--- src/rtl/irq_pkg.sv ---
package irq_pkg;

   localparam int unsigned NSRC  = 5;
   localparam int unsigned NFIX  = 4;
   localparam int unsigned CFG_W = 7;

   typedef enum logic [1:0] {
      TRIG_EDGE_LEVEL = 2'd0,
      TRIG_EDGE_LATCH = 2'd1,
      TRIG_LEVEL      = 2'd2
   } trig_e;

   // Field layout of the configuration write word, MSB first.
   typedef struct packed {
      logic       ie_val;
      logic       ie_we;
      logic       clr_latch;
      logic       mask_we;
      logic [2:0] mask;
   } cfg_word_t;

   // Source index doubles as priority: 0 is the highest.
   function automatic trig_e trig_of(input int unsigned idx);
      case (idx)
         0:       return TRIG_EDGE_LEVEL;
         1:       return TRIG_EDGE_LATCH;
         default: return TRIG_LEVEL;
      endcase
   endfunction

endpackage

--- src/rtl/irq_cond.sv ---
module irq_cond
   import irq_pkg::*;
#(
   parameter trig_e MODE = TRIG_LEVEL
) (
   input  logic clk,
   input  logic rst_n,
   input  logic req_i,
   input  logic consume_i,
   input  logic flush_i,
   output logic pend_o
);

   generate
      if (MODE == TRIG_LEVEL) begin : g_level
         wire unused_lvl = consume_i | flush_i | clk | rst_n;
         assign pend_o = req_i;

      end else if (MODE == TRIG_EDGE_LATCH) begin : g_latch
         logic prev_q, lat_q;
         wire  rise = req_i & ~prev_q;

         always_ff @(posedge clk or negedge rst_n) begin
            if (!rst_n) begin
               prev_q <= 1'b0;
               lat_q  <= 1'b0;
            end else begin
               prev_q <= req_i;
               lat_q  <= rise | (lat_q & ~consume_i & ~flush_i);
            end
         end
         assign pend_o = lat_q;

         // a captured edge survives until consumed or discarded
         a_r4_latch_holds: assert property (@(posedge clk) disable iff (!rst_n)
            (lat_q && !consume_i && !flush_i) |=> lat_q);
         // discard empties the latch when no new edge arrives
         a_r10_flush_clears: assert property (@(posedge clk) disable iff (!rst_n)
            (flush_i && !req_i) |=> !lat_q);

      end else begin : g_edge_level
         logic prev_q, lat_q;
         wire  rise = req_i & ~prev_q;
         wire  unused_el = flush_i;

         always_ff @(posedge clk or negedge rst_n) begin
            if (!rst_n) begin
               prev_q <= 1'b0;
               lat_q  <= 1'b0;
            end else begin
               prev_q <= req_i;
               lat_q  <= req_i & (rise | (lat_q & ~consume_i));
            end
         end
         assign pend_o = lat_q & req_i;

         // a low input disarms the detector
         a_r2_low_disarms: assert property (@(posedge clk) disable iff (!rst_n)
            !req_i |=> !lat_q);
         // consumption during a held pulse cannot re-arm
         a_r3_no_rearm: assert property (@(posedge clk) disable iff (!rst_n)
            (consume_i && req_i && prev_q) |=> !lat_q);
      end
   endgenerate

endmodule

--- src/rtl/irq_pick.sv ---
module irq_pick #(
   parameter int unsigned N = 5
) (
   input  logic [N-1:0] req_i,
   output logic [N-1:0] grant_o,
   output logic         any_o
);

   always_comb begin
      logic found;
      found   = 1'b0;
      grant_o = '0;
      for (int i = 0; i < int'(N); i++) begin
         if (req_i[i] && !found) begin
            grant_o[i] = 1'b1;
            found      = 1'b1;
         end
      end
   end

   assign any_o = |req_i;

endmodule

--- src/rtl/irq_cfg.sv ---
module irq_cfg
   import irq_pkg::*;
(
   input  logic       clk,
   input  logic       rst_n,
   input  logic       we_i,
   input  cfg_word_t  data_i,
   input  logic       maskable_take_i,
   output logic [2:0] mask_o,
   output logic       ie_o,
   output logic       flush_o
);

   logic [2:0] mask_q;
   logic       ie_q;

   always_ff @(posedge clk or negedge rst_n) begin
      if (!rst_n) begin
         mask_q <= '0;
         ie_q   <= 1'b0;
      end else begin
         if (we_i && data_i.mask_we)
            mask_q <= data_i.mask;
         if (maskable_take_i)
            ie_q <= 1'b0;
         else if (we_i && data_i.ie_we)
            ie_q <= data_i.ie_val;
      end
   end

   assign mask_o  = mask_q;
   assign ie_o    = ie_q;
   assign flush_o = we_i & data_i.clr_latch;

   // accepting a maskable source leaves the enable cleared
   a_r9_take_clears_ie: assert property (@(posedge clk) disable iff (!rst_n)
      maskable_take_i |=> !ie_q);
   // masks move only on a write with the load bit set
   a_r8_mask_stable: assert property (@(posedge clk) disable iff (!rst_n)
      !(we_i && data_i.mask_we) |=> $stable(mask_q));

endmodule

--- src/rtl/vec_irq_ctrl.sv ---
module vec_irq_ctrl
   import irq_pkg::*;
#(
   parameter int unsigned VEC_W    = 8,
   parameter int unsigned VEC_TRAP = 'h24,
   parameter int unsigned VEC_RA   = 'h3C,
   parameter int unsigned VEC_RB   = 'h34,
   parameter int unsigned VEC_RC   = 'h2C
) (
   input  logic             clk,
   input  logic             rst_n,
   input  logic             nmi_i,
   input  logic             rq_a_i,
   input  logic             rq_b_i,
   input  logic             rq_c_i,
   input  logic             rq_gen_i,
   input  logic             sample_i,
   input  logic             cfg_we_i,
   input  logic [CFG_W-1:0] cfg_data_i,
   output logic             take_o,
   output logic [VEC_W-1:0] vec_o,
   output logic             ext_o,
   output logic [7:0]       status_o
);

   localparam int unsigned VEC_LIM = 1 << VEC_W;
   localparam int unsigned GEN_IDX = NSRC - 1;
   localparam logic [VEC_W-1:0] FIX_VEC [NFIX] = '{
      VEC_W'(VEC_TRAP), VEC_W'(VEC_RA), VEC_W'(VEC_RB), VEC_W'(VEC_RC)};

   generate
      if (VEC_W < 6 || VEC_W > 16) begin : g_bad_width
         $fatal(1, "vec_irq_ctrl: VEC_W out of range");
      end
      if (VEC_TRAP >= VEC_LIM || VEC_RA >= VEC_LIM ||
          VEC_RB >= VEC_LIM || VEC_RC >= VEC_LIM) begin : g_bad_vec
         $fatal(1, "vec_irq_ctrl: vector does not fit VEC_W");
      end
   endgenerate

   logic [NSRC-1:0] raw, pend, elig, grant, consume;
   logic            any, ie, flush;
   logic [2:0]      mask;
   logic [VEC_W-1:0] vec_sel;
   logic            maskable_take;

   assign raw = {rq_gen_i, rq_c_i, rq_b_i, rq_a_i, nmi_i};

   generate
      for (genvar i = 0; i < int'(NSRC); i++) begin : g_src
         irq_cond #(.MODE(trig_of(i))) u_cond (
            .clk      (clk),
            .rst_n    (rst_n),
            .req_i    (raw[i]),
            .consume_i(consume[i]),
            .flush_i  (flush & (i == 1)),
            .pend_o   (pend[i])
         );
         if (i == 0) begin : g_nmi
            assign elig[i] = pend[i];
         end else if (i < int'(NFIX)) begin : g_fixed
            assign elig[i] = pend[i] & ~mask[i-1] & ie;
         end else begin : g_general
            assign elig[i] = pend[i] & ie;
         end
      end
   endgenerate

   irq_pick #(.N(NSRC)) u_pick (
      .req_i  (elig),
      .grant_o(grant),
      .any_o  (any)
   );

   assign consume       = grant & {NSRC{sample_i}};
   assign maskable_take = sample_i & any & ~grant[0];

   irq_cfg u_cfg (
      .clk            (clk),
      .rst_n          (rst_n),
      .we_i           (cfg_we_i),
      .data_i         (cfg_word_t'(cfg_data_i)),
      .maskable_take_i(maskable_take),
      .mask_o         (mask),
      .ie_o           (ie),
      .flush_o        (flush)
   );

   always_comb begin
      vec_sel = '0;
      for (int i = 0; i < int'(NFIX); i++)
         if (grant[i]) vec_sel = vec_sel | FIX_VEC[i];
   end

   always_ff @(posedge clk or negedge rst_n) begin
      if (!rst_n) begin
         take_o <= 1'b0;
         ext_o  <= 1'b0;
         vec_o  <= '0;
      end else begin
         take_o <= sample_i & any;
         ext_o  <= sample_i & grant[GEN_IDX];
         vec_o  <= sample_i ? vec_sel : '0;
      end
   end

   assign status_o = {pend[3], pend[2], pend[1], pend[0], ie, mask};

   // an armed trap wins whatever else is eligible
   a_r1_trap_wins: assert property (@(posedge clk) disable iff (!rst_n)
      (sample_i && pend[0]) |=> (take_o && !ext_o && vec_o == FIX_VEC[0]));
   // device-vectored accept carries no fixed address
   a_r6_ext_no_vec: assert property (@(posedge clk) disable iff (!rst_n)
      ext_o |-> (take_o && vec_o == '0));
   // at most one source granted
   a_r7_one_grant: assert property (@(posedge clk) disable iff (!rst_n)
      $onehot0(grant));
   // with the enable off only the trap can be accepted
   a_r9_ie_gates: assert property (@(posedge clk) disable iff (!rst_n)
      (sample_i && !ie && !pend[0]) |=> !take_o);
   // an accept strobe always follows a sample
   a_r11_take_follows_sample: assert property (@(posedge clk) disable iff (!rst_n)
      take_o |-> $past(sample_i));

endmodule

--- config.mk ---
export PLATFORM = sky130hd
export DESIGN_NAME = vec_irq_ctrl
export DESIGN_NICKNAME = d
export VERILOG_FILES = /design/src/rtl/irq_pkg.sv /design/src/rtl/irq_cond.sv /design/src/rtl/irq_pick.sv /design/src/rtl/irq_cfg.sv /design/src/rtl/vec_irq_ctrl.sv
export SDC_FILE = /design/constraint.sdc
export NUM_CORES = 1
export LEC_CHECK = 0
export BUFFER_PORTS_ARGS = -buffer_cell sky130_fd_sc_hd__clkbuf_2
export CAP_MARGIN = 20
export CORE_MARGIN = 2
export CORE_UTILIZATION = 27
export DETAILED_ROUTE_END_ITERATION = 8
export GPL_ROUTABILITY_DRIVEN = 1
export HOLD_SLACK_MARGIN = 0.02
export PLACE_DENSITY = 0.63
export SYNTH_ARGS = -nofsm -noshare
export SYNTH_HDL_FRONTEND = slang
export SYNTH_SLANG_ARGS = --single-unit
--- constraint.sdc ---
create_clock -name clk -period 3.2 [get_ports clk]
set_input_delay 0.8 -clock clk [delete_from_list [all_inputs] [get_ports clk]]
set_output_delay 0.8 -clock clk [all_outputs]
set_load 0.02 [all_outputs]
# Yosys cells after proc, flatten, opt, wreduce, memory -nomap -nowiden
# Index checks and enable logic that the tools add are counted.
# word_totals
regBits	18
in_bits	16
out_inout_bits	18
wordCells	66
# op_classes
muxes	15
bitwise	30
reduce_logical	12
# ops
cell	count
$mux 6	5
$and 1x1->1	18
$mux 1	10
$not 1->1	9
$logic_and 1x1->1	6
$reduce_or 5->1	1
$logic_not 1->1	4
$and 2x2->2	1
$or 1x1->1	2
$reduce_bool 2->1	1

# Depth between registers and ports, before layout
# Gate-level depths: netlist (run 1).
# logic_depth
depth_word	15
mapped_depth	4
depth_no_buf	4

# Cells and area by module
# From an unflattened synthesis (run 1), not the netlist that was laid out.
# unflattened
cells_unflattened	62
hier_area_um2	710.7
# by_module_without_submodules
mod	instances	cells_per_inst	area_each_um2	seq_area_each_um2
vec_irq_ctrl	1	30	310.3	125.1
irq_cfg	1	12	178.9	100.1
irq_cond (g_src[1].u_cond)	1	5	73.8	50.0
irq_cond (g_src[0].u_cond)	1	5	70.1	50.0
irq_pick	1	7	55.1	0.0
irq_cond (g_src[2].u_cond ...)	3	1	7.5	0.0

# Least setup slack after synthesis (run 1)
# No wires, ideal clock.
# synth_path
path_type	input -> output
from	in nmi_i
to	out status_o[4]
arrival_time_ns	1.077
t_required_ns	2.400
setup_slack_ns	1.323
cell_stages	3
path_buffers	1
path_cell_list	nand2_1 inv_1 buf_4
# synth_between
elab_chain_cells	1
# synth_rtl
element	line	rtl
from (decl)	vec_irq_ctrl.sv:12	input logic nmi_i,
$and 1x1->1	irq_cond.sv:55	assign pend_o = lat_q & req_i;
to (decl)	vec_irq_ctrl.sv:23	output logic [7:0] status_o
# Every way passes these cells.

# Final worst setup path (run 1)
# Same ends and word-level chain as after synthesis.

==> results of run 1 <==
-- flip-flops by register name (all words and copies together), names as in the netlist --
signal                            count
u_cfg.ie_o                            1
g_src.u_cond.pend_o                   1
ext_o                                 1
take_o                                1
vec_o                                 3
u_cfg.mask_o                          3
g_src.u_cond.g_edge_level.lat_q       1
g_src.u_cond.g_latch.prev_q           1
g_src.u_cond.g_edge_level.prev_q      1
-- through the flow --
step | setup slack [ns] | total power [mW] | hold WS, ns
after CTS | 1.171 | 0.4077 | 0.4025
after global routing | 1.129 | 0.4259 | 0.4046
after global placement | 1.198 | 0.3029 | 0.4089
final | 1.179 | 0.4001 | 0.3992
after floorplan | 1.323 | 0.2776 | 0.3996
after detailed placement | 1.172 | 0.3045 | 0.4197
-- layout by cell type (no fill, tap or decap), types with 2 or more instances in the layout --
cell type  count
nand2_1        6
nor2_1         2
conb_1         4
nand3b_1       2
clkbuf_4       3
inv_1          3
clkbuf_2      29
dfrtp_1       13
nand2b_1       4
mux2_2         3
-- critical path, stage by stage --
cell	delay, ns
clkbuf_2	0.10
nand2_1	0.10
inv_1	0.07
clkbuf_2	0.16
-- area by class of cell --
cell class	instances	area share (%)
flip-flops and latches	13	43.55
multi-input cells	32	27.14
repair buffers	29	19.43
well taps	28	4.690
clock buffers	3	3.015
inverters	3	1.508
clock inverters	1	0.6700
-- path summary, 6_finish.rpt --
path / to / cells past startpoint / start / slack (ns)
setup / recovery: status_o[4] / 4 / nmi_i / 1.18
max in group asynchronous: g_src[0].u_cond.g_edge_level.prev_q / 1 / rst_n / 2.57
min in group clk: g_src[1].u_cond.pend_o / 1 / g_src[1].u_cond.g_latch.prev_q / 0.43
hold reg to reg: g_src[1].u_cond.pend_o / 1 / g_src[1].u_cond.g_latch.prev_q / 0.43
setup reg to reg: ext_o / 4 / u_cfg.mask_o[0] / 1.94
hold / removal: vec_o[3] / 1 / rst_n / 0.40
-- logic make-up after synthesis --
family	Yosys count	share of synthesized area [%]
compound gates	8	9.544
flops	13	53.94
simple gates	17	15.97
other cells	1	0.6218
buf+inv	13	14.31
mux	3	5.601
-- power by group through the flow --
| stage | Sequential (mW) | Combinational, mW | Clock [mW] |
|---|---|---|---|
| global route | 0.200 | 0.112 | 0.114 |
| floorplan | 0.213 | 0.0648 | 0 |
| CTS | 0.197 | 0.104 | 0.106 |
| detailed placement | 0.200 | 0.104 | 0 |
| global placement | 0.199 | 0.104 | 0 |
| finish | 0.196 | 0.103 | 0.101 |
-- metal layers --
layer / routed length (µm) / vias to the layer above
met5: 0 / -
met4: 24 / 0
met3: 108 / 4
met2: 588 / 19
met1: 375 / 215
li1: - / 224
==> impl_metrics.yaml, run 1 <==
global_route:
  gr-usage-met3_pct: 5.556
  grt_pass1_wl_um: 1766
  grtUsageTotal_pct: 9.383
  antenna_found_initial: 0
  top_usage_layer: "met2"
  grt_pass1_vias: 435
  use_met2_pct: 15.58
  grt_overflow: 0
  use_met1_pct: 8.608
  grt_max_degree: 14
synth:
  yosysTopAreaCell: "dfrtp_1"
  async_flop_share_pct: 100.0
  synth.most_common_cell: "dfrtp_1"
  synth_flop_cell: "dfrtp_1"
  synth_cell_types: 20
  synthCells: 55
  ys_seq_elements: 13
  ys_top_cells_by_area: "dfrtp_1 54%, buf_4 12%, mux2_2 5.6%, nand2b_1 4.1%, nand2_1 3.7%"
  seq_area_frac_synth_pct: 53.94
  synth_edf_count: 0
  yosys-top-cells-count: "13 x dfrtp_1, 10 x buf_4, 6 x nand2_1, 4 x nand2b_1"
  ys_warn_count: 0
  synth_top_area_share_pct: 53.94
  syn_area_per_cell_um2: 10.97
  syn_area_um2: 603.1
pwr:
  p_comb_share_pct: 25.7
  power_switching_mw: 0.1295
  ir_drop_mv: 0.1618
  power.density_nw_per_um2: 535.6
  power_frac_seq_pct: 49.1
  p_int_mw: 0.2705
  swShare_pct: 32.37
  p_clk_share_pct: 25.2
  p_leak_nw: 0.3995
worst_setup_path:
  crit_required_ns: 2.40
  worstSetupPathType: "input pin to output pin"
  path_max_fanout: 4
  crit_path_end_kind: "output pin"
  cp.arrival_ns: 1.22
  startpoint_type: "input pin"
job:
  maxCapViolCount: 0
clock_network:
  postCtsSetupRepairBufs: 0
  worstSkewPairLatency_ns: 0.27
  cts_tree: "built"
  h-tree-depth: 1
  clkTransAtPathRegs_ns: 0.08
  numCtsBuffers: 3
  clk_path_buf_depth: 2
  hold_buffers: 0
  cts-resized-gates: 0
  cts_sinks: 13
  cts-root-buf: "clkbuf_4"
cells_and_area:
  syn_to_final_growth_pct: 23.86
  nNetsFinal: 98
  seqCellArea_um2: 325.3
  multiInputGateArea_um2: 202.7
  n_fill_cell: 239
  drive_gt1_share_pct: 45.68
  post-route-util_pct: 34.43
  fin_cells: 109
  diodes: 0
  fin_area_um2: 747.0
floorplanning:
  core_um2: 2170
  io_pins: 34
  rows: 17
  initial_core_util_pct: 27.80
  fp.dieH_um: 51.26
  die_w_um: 51.26
  design.die.area_um2: 2628
sta:
  hold_viol_final: 0
  period_share_pct: 63.16
  fin_setup_tns_ns: 0
  finalSetupViolations: 0
  fmax_mhz: 494.8
  clock_skew_ns: 0.0006622
  rsz0062_at_grt: "false"
  maxSlewViolCount: 0
  min_period_ns: 2.021
detailed_routing:
  ant_nets: 0
  drc: 0
  drt_iter0_markers: 5
  num_vias: 462
  first_pass_iters: 4
  wl_per_cell_um: 10.06
  wl_um: 1097
  drt-vias-per-instance: 4.239
place:
  place_area_um2: 719.4
  place_inst: 105
  numPortBuffers: 29
  gp_congestion: 0.7920
  dp_hpwl_um: 935.8
outcome:
  status: "complete, no violations"
worst_hold_path:
  hold_class: "input pin to async pin"
Note: power is estimated with default switching activity, not from simulation.
==> run 2: changes to the inputs <==
--- a/config.mk
+++ b/config.mk
@@ -12,7 +12,7 @@
 export DETAILED_ROUTE_END_ITERATION = 8
 export GPL_ROUTABILITY_DRIVEN = 1
 export HOLD_SLACK_MARGIN = 0.02
-export PLACE_DENSITY = 0.63
+export PLACE_DENSITY = 0.65
 export SYNTH_ARGS = -nofsm -noshare
 export SYNTH_HDL_FRONTEND = slang
 export SYNTH_SLANG_ARGS = --single-unit
==> constraint.sdc (replaced) <==
create_clock -name clk -period 1.7 [get_ports clk]
set_input_delay 0.425 -clock clk [delete_from_list [all_inputs] [get_ports clk]]
set_output_delay 0.425 -clock clk [all_outputs]
set_load 0.02 [all_outputs]
==> run 2 against run 1 <==
  * Count of clock-buffer cells in the layout up 1
  * Non-clock buffer count unchanged
  * Clock power up 86%
  * Cell count unchanged
  * Total power up 88%
  * Utilization down 0.058 points
  * Sequential power up 88%
  * Final area down 0.17%
  * First-iteration DRC count unchanged
  * Combinational power up 88%
  * Sequential share of layout area up 0.073 points
  * Register-to-register slack worse by 1.5 ns
  * Critical path type is now flop to output pin
  * Largest cell class unchanged
==> impl_metrics.yaml, run 2 (synthesis gave the netlist of run 1 again) <==
cells_and_area:
  drive_gt1_share_pct: 44.44
  diodes: 0
  syn_to_final_growth_pct: 23.65
  fin_cells: 109
  mostFrequentLayoutCells: "29 x clkbuf_2, 13 x dfrtp_1, 6 x nand2_1, 4 x nand2b_1, 4 x conb_1"
  post-route-util_pct: 34.37
  final_common_cell: "clkbuf_2"
  nNetsFinal: 98
worst_setup_path:
  path_max_fanout: 4
  r2r-start: "u_cfg.mask_o[0]"
  cp.arrival_ns: 0.97
  startpoint: "g_src[0].u_cond.g_edge_level.lat_q"
  crit_required_ns: 1.27
  crit_path_end_kind: "output pin"
  worstSetupPathType: "flop to output pin"
  startpoint_type: "flop"
clock_network:
  numCtsBuffers: 3
  postCtsSetupRepairBufs: 0
  hold_buffers: 0
  worstSkewPairLatency_ns: 0.27
  cts_sinks: 13
  cts_tree: "built"
  cts-resized-gates: 0
  clkTransAtPathRegs_ns: 0.07
  cts-root-buf: "clkbuf_4"
  clk_path_buf_depth: 2
  h-tree-depth: 1
global_route:
  grt_overflow: 0
  antenna_found_initial: 0
  grt_pass1_wl_um: 1683
  grt_max_degree: 14
  grtUsageTotal_pct: 9.125
  grt_pass1_vias: 398
pwr:
  p_leak_nw: 0.3968
  power.density_nw_per_um2: 1008
  ir_drop_mv: 0.3264
  power_mw: 0.7515
detailed_routing:
  num_vias: 463
  wl_um: 1115
  wl_per_cell_um: 10.23
  first_pass_iters: 4
  drt-vias-per-instance: 4.248
  drt_iter0_markers: 5
  drc: 0
  ant_nets: 0
job:
  maxCapViolCount: 0
floorplanning:
  io_pins: 34
  fp.dieH_um: 51.26
  initial_core_util_pct: 27.80
  rows: 17
  core_um2: 2170
  die_w_um: 51.26
  design.die.area_um2: 2628
place:
  place_inst: 105
  dp_hpwl_um: 920.2
  numPortBuffers: 29
  gp_congestion: 0.7872
sta:
  fmax_mhz: 716.8
  maxSlewViolCount: 0
  clock_skew_ns: 0.0007430
  hold_viol_final: 0
  period_share_pct: 82.07
  fin_setup_tns_ns: 0
  rsz0062_at_grt: "false"
  finalSetupViolations: 0
  min_period_ns: 1.395
  whs_ns: 0.02706
outcome:
  status: "complete, no violations"
worst_hold_path:
  hold_class: "input pin to async pin"
## run 2: cell types whose count changed in the layout (fill, tap and decap cells not counted)
cell      change
clkinv_2      -1
clkbuf_1      +1
## run 2: worst max-delay path: stages (launching register included)
cell and delay (ns):
dfrtp_1 0.38, nand2_1 0.11, inv_1 0.06, clkbuf_2 0.15
## run 2: power by group
part	internal (mW)	switching, mW	leakage, nW
Combinational	0.0778	0.116	0.219
Sequential	0.344	0.0249	0.162
Clock	0.0910	0.0972	0.0150
Total	0.513	0.238	0.397
## run 2: metal layers
metal / vias up / track usage, % / part of all wire, %
met1: 210 / 10.04 / 39
met4: 0 / 6.579 / 2.0
met2: 25 / 13.85 / 48
met5: - / 0 / 0
met3: 4 / 4.094 / 11
li1: 224 / - / -
## run 2: layout make-up
class	instances	area (µm²)
tap	28	35.03
timing repair buffer	29	145.1
clock buffer	4	26.28
fill	237	1424
sequential	13	325.3
inverter	3	11.26
multi-input combinational	32	202.7
## run 2: metrics by stage
stage / instance area, µm² / worst slack, ns
floorplan: 614.3 / 0.4174
global placement: 719.4 / 0.4295
detailed placement: 719.4 / 0.3611
CTS: 745.7 / 0.2877
global route: 745.7 / 0.2284
finish: 745.7 / 0.3049
## run 2: worst paths after layout
| path | endpoint | slack, ns | cells past startpoint |
|---|---|---|---|
| worst max-delay path | status_o[4] | 0.30 | 3 |
| worst min-delay path | take_o | 0.03 | 1 |
| worst max register to register | ext_o | 0.44 | 4 |
| worst min register to register | g_src[1].u_cond.pend_o | 0.43 | 1 |
| max in group asynchronous | u_cfg.mask_o[1] | 1.44 | 1 |
| min in group clk | g_src[1].u_cond.g_latch.prev_q | 0.27 | 1 |
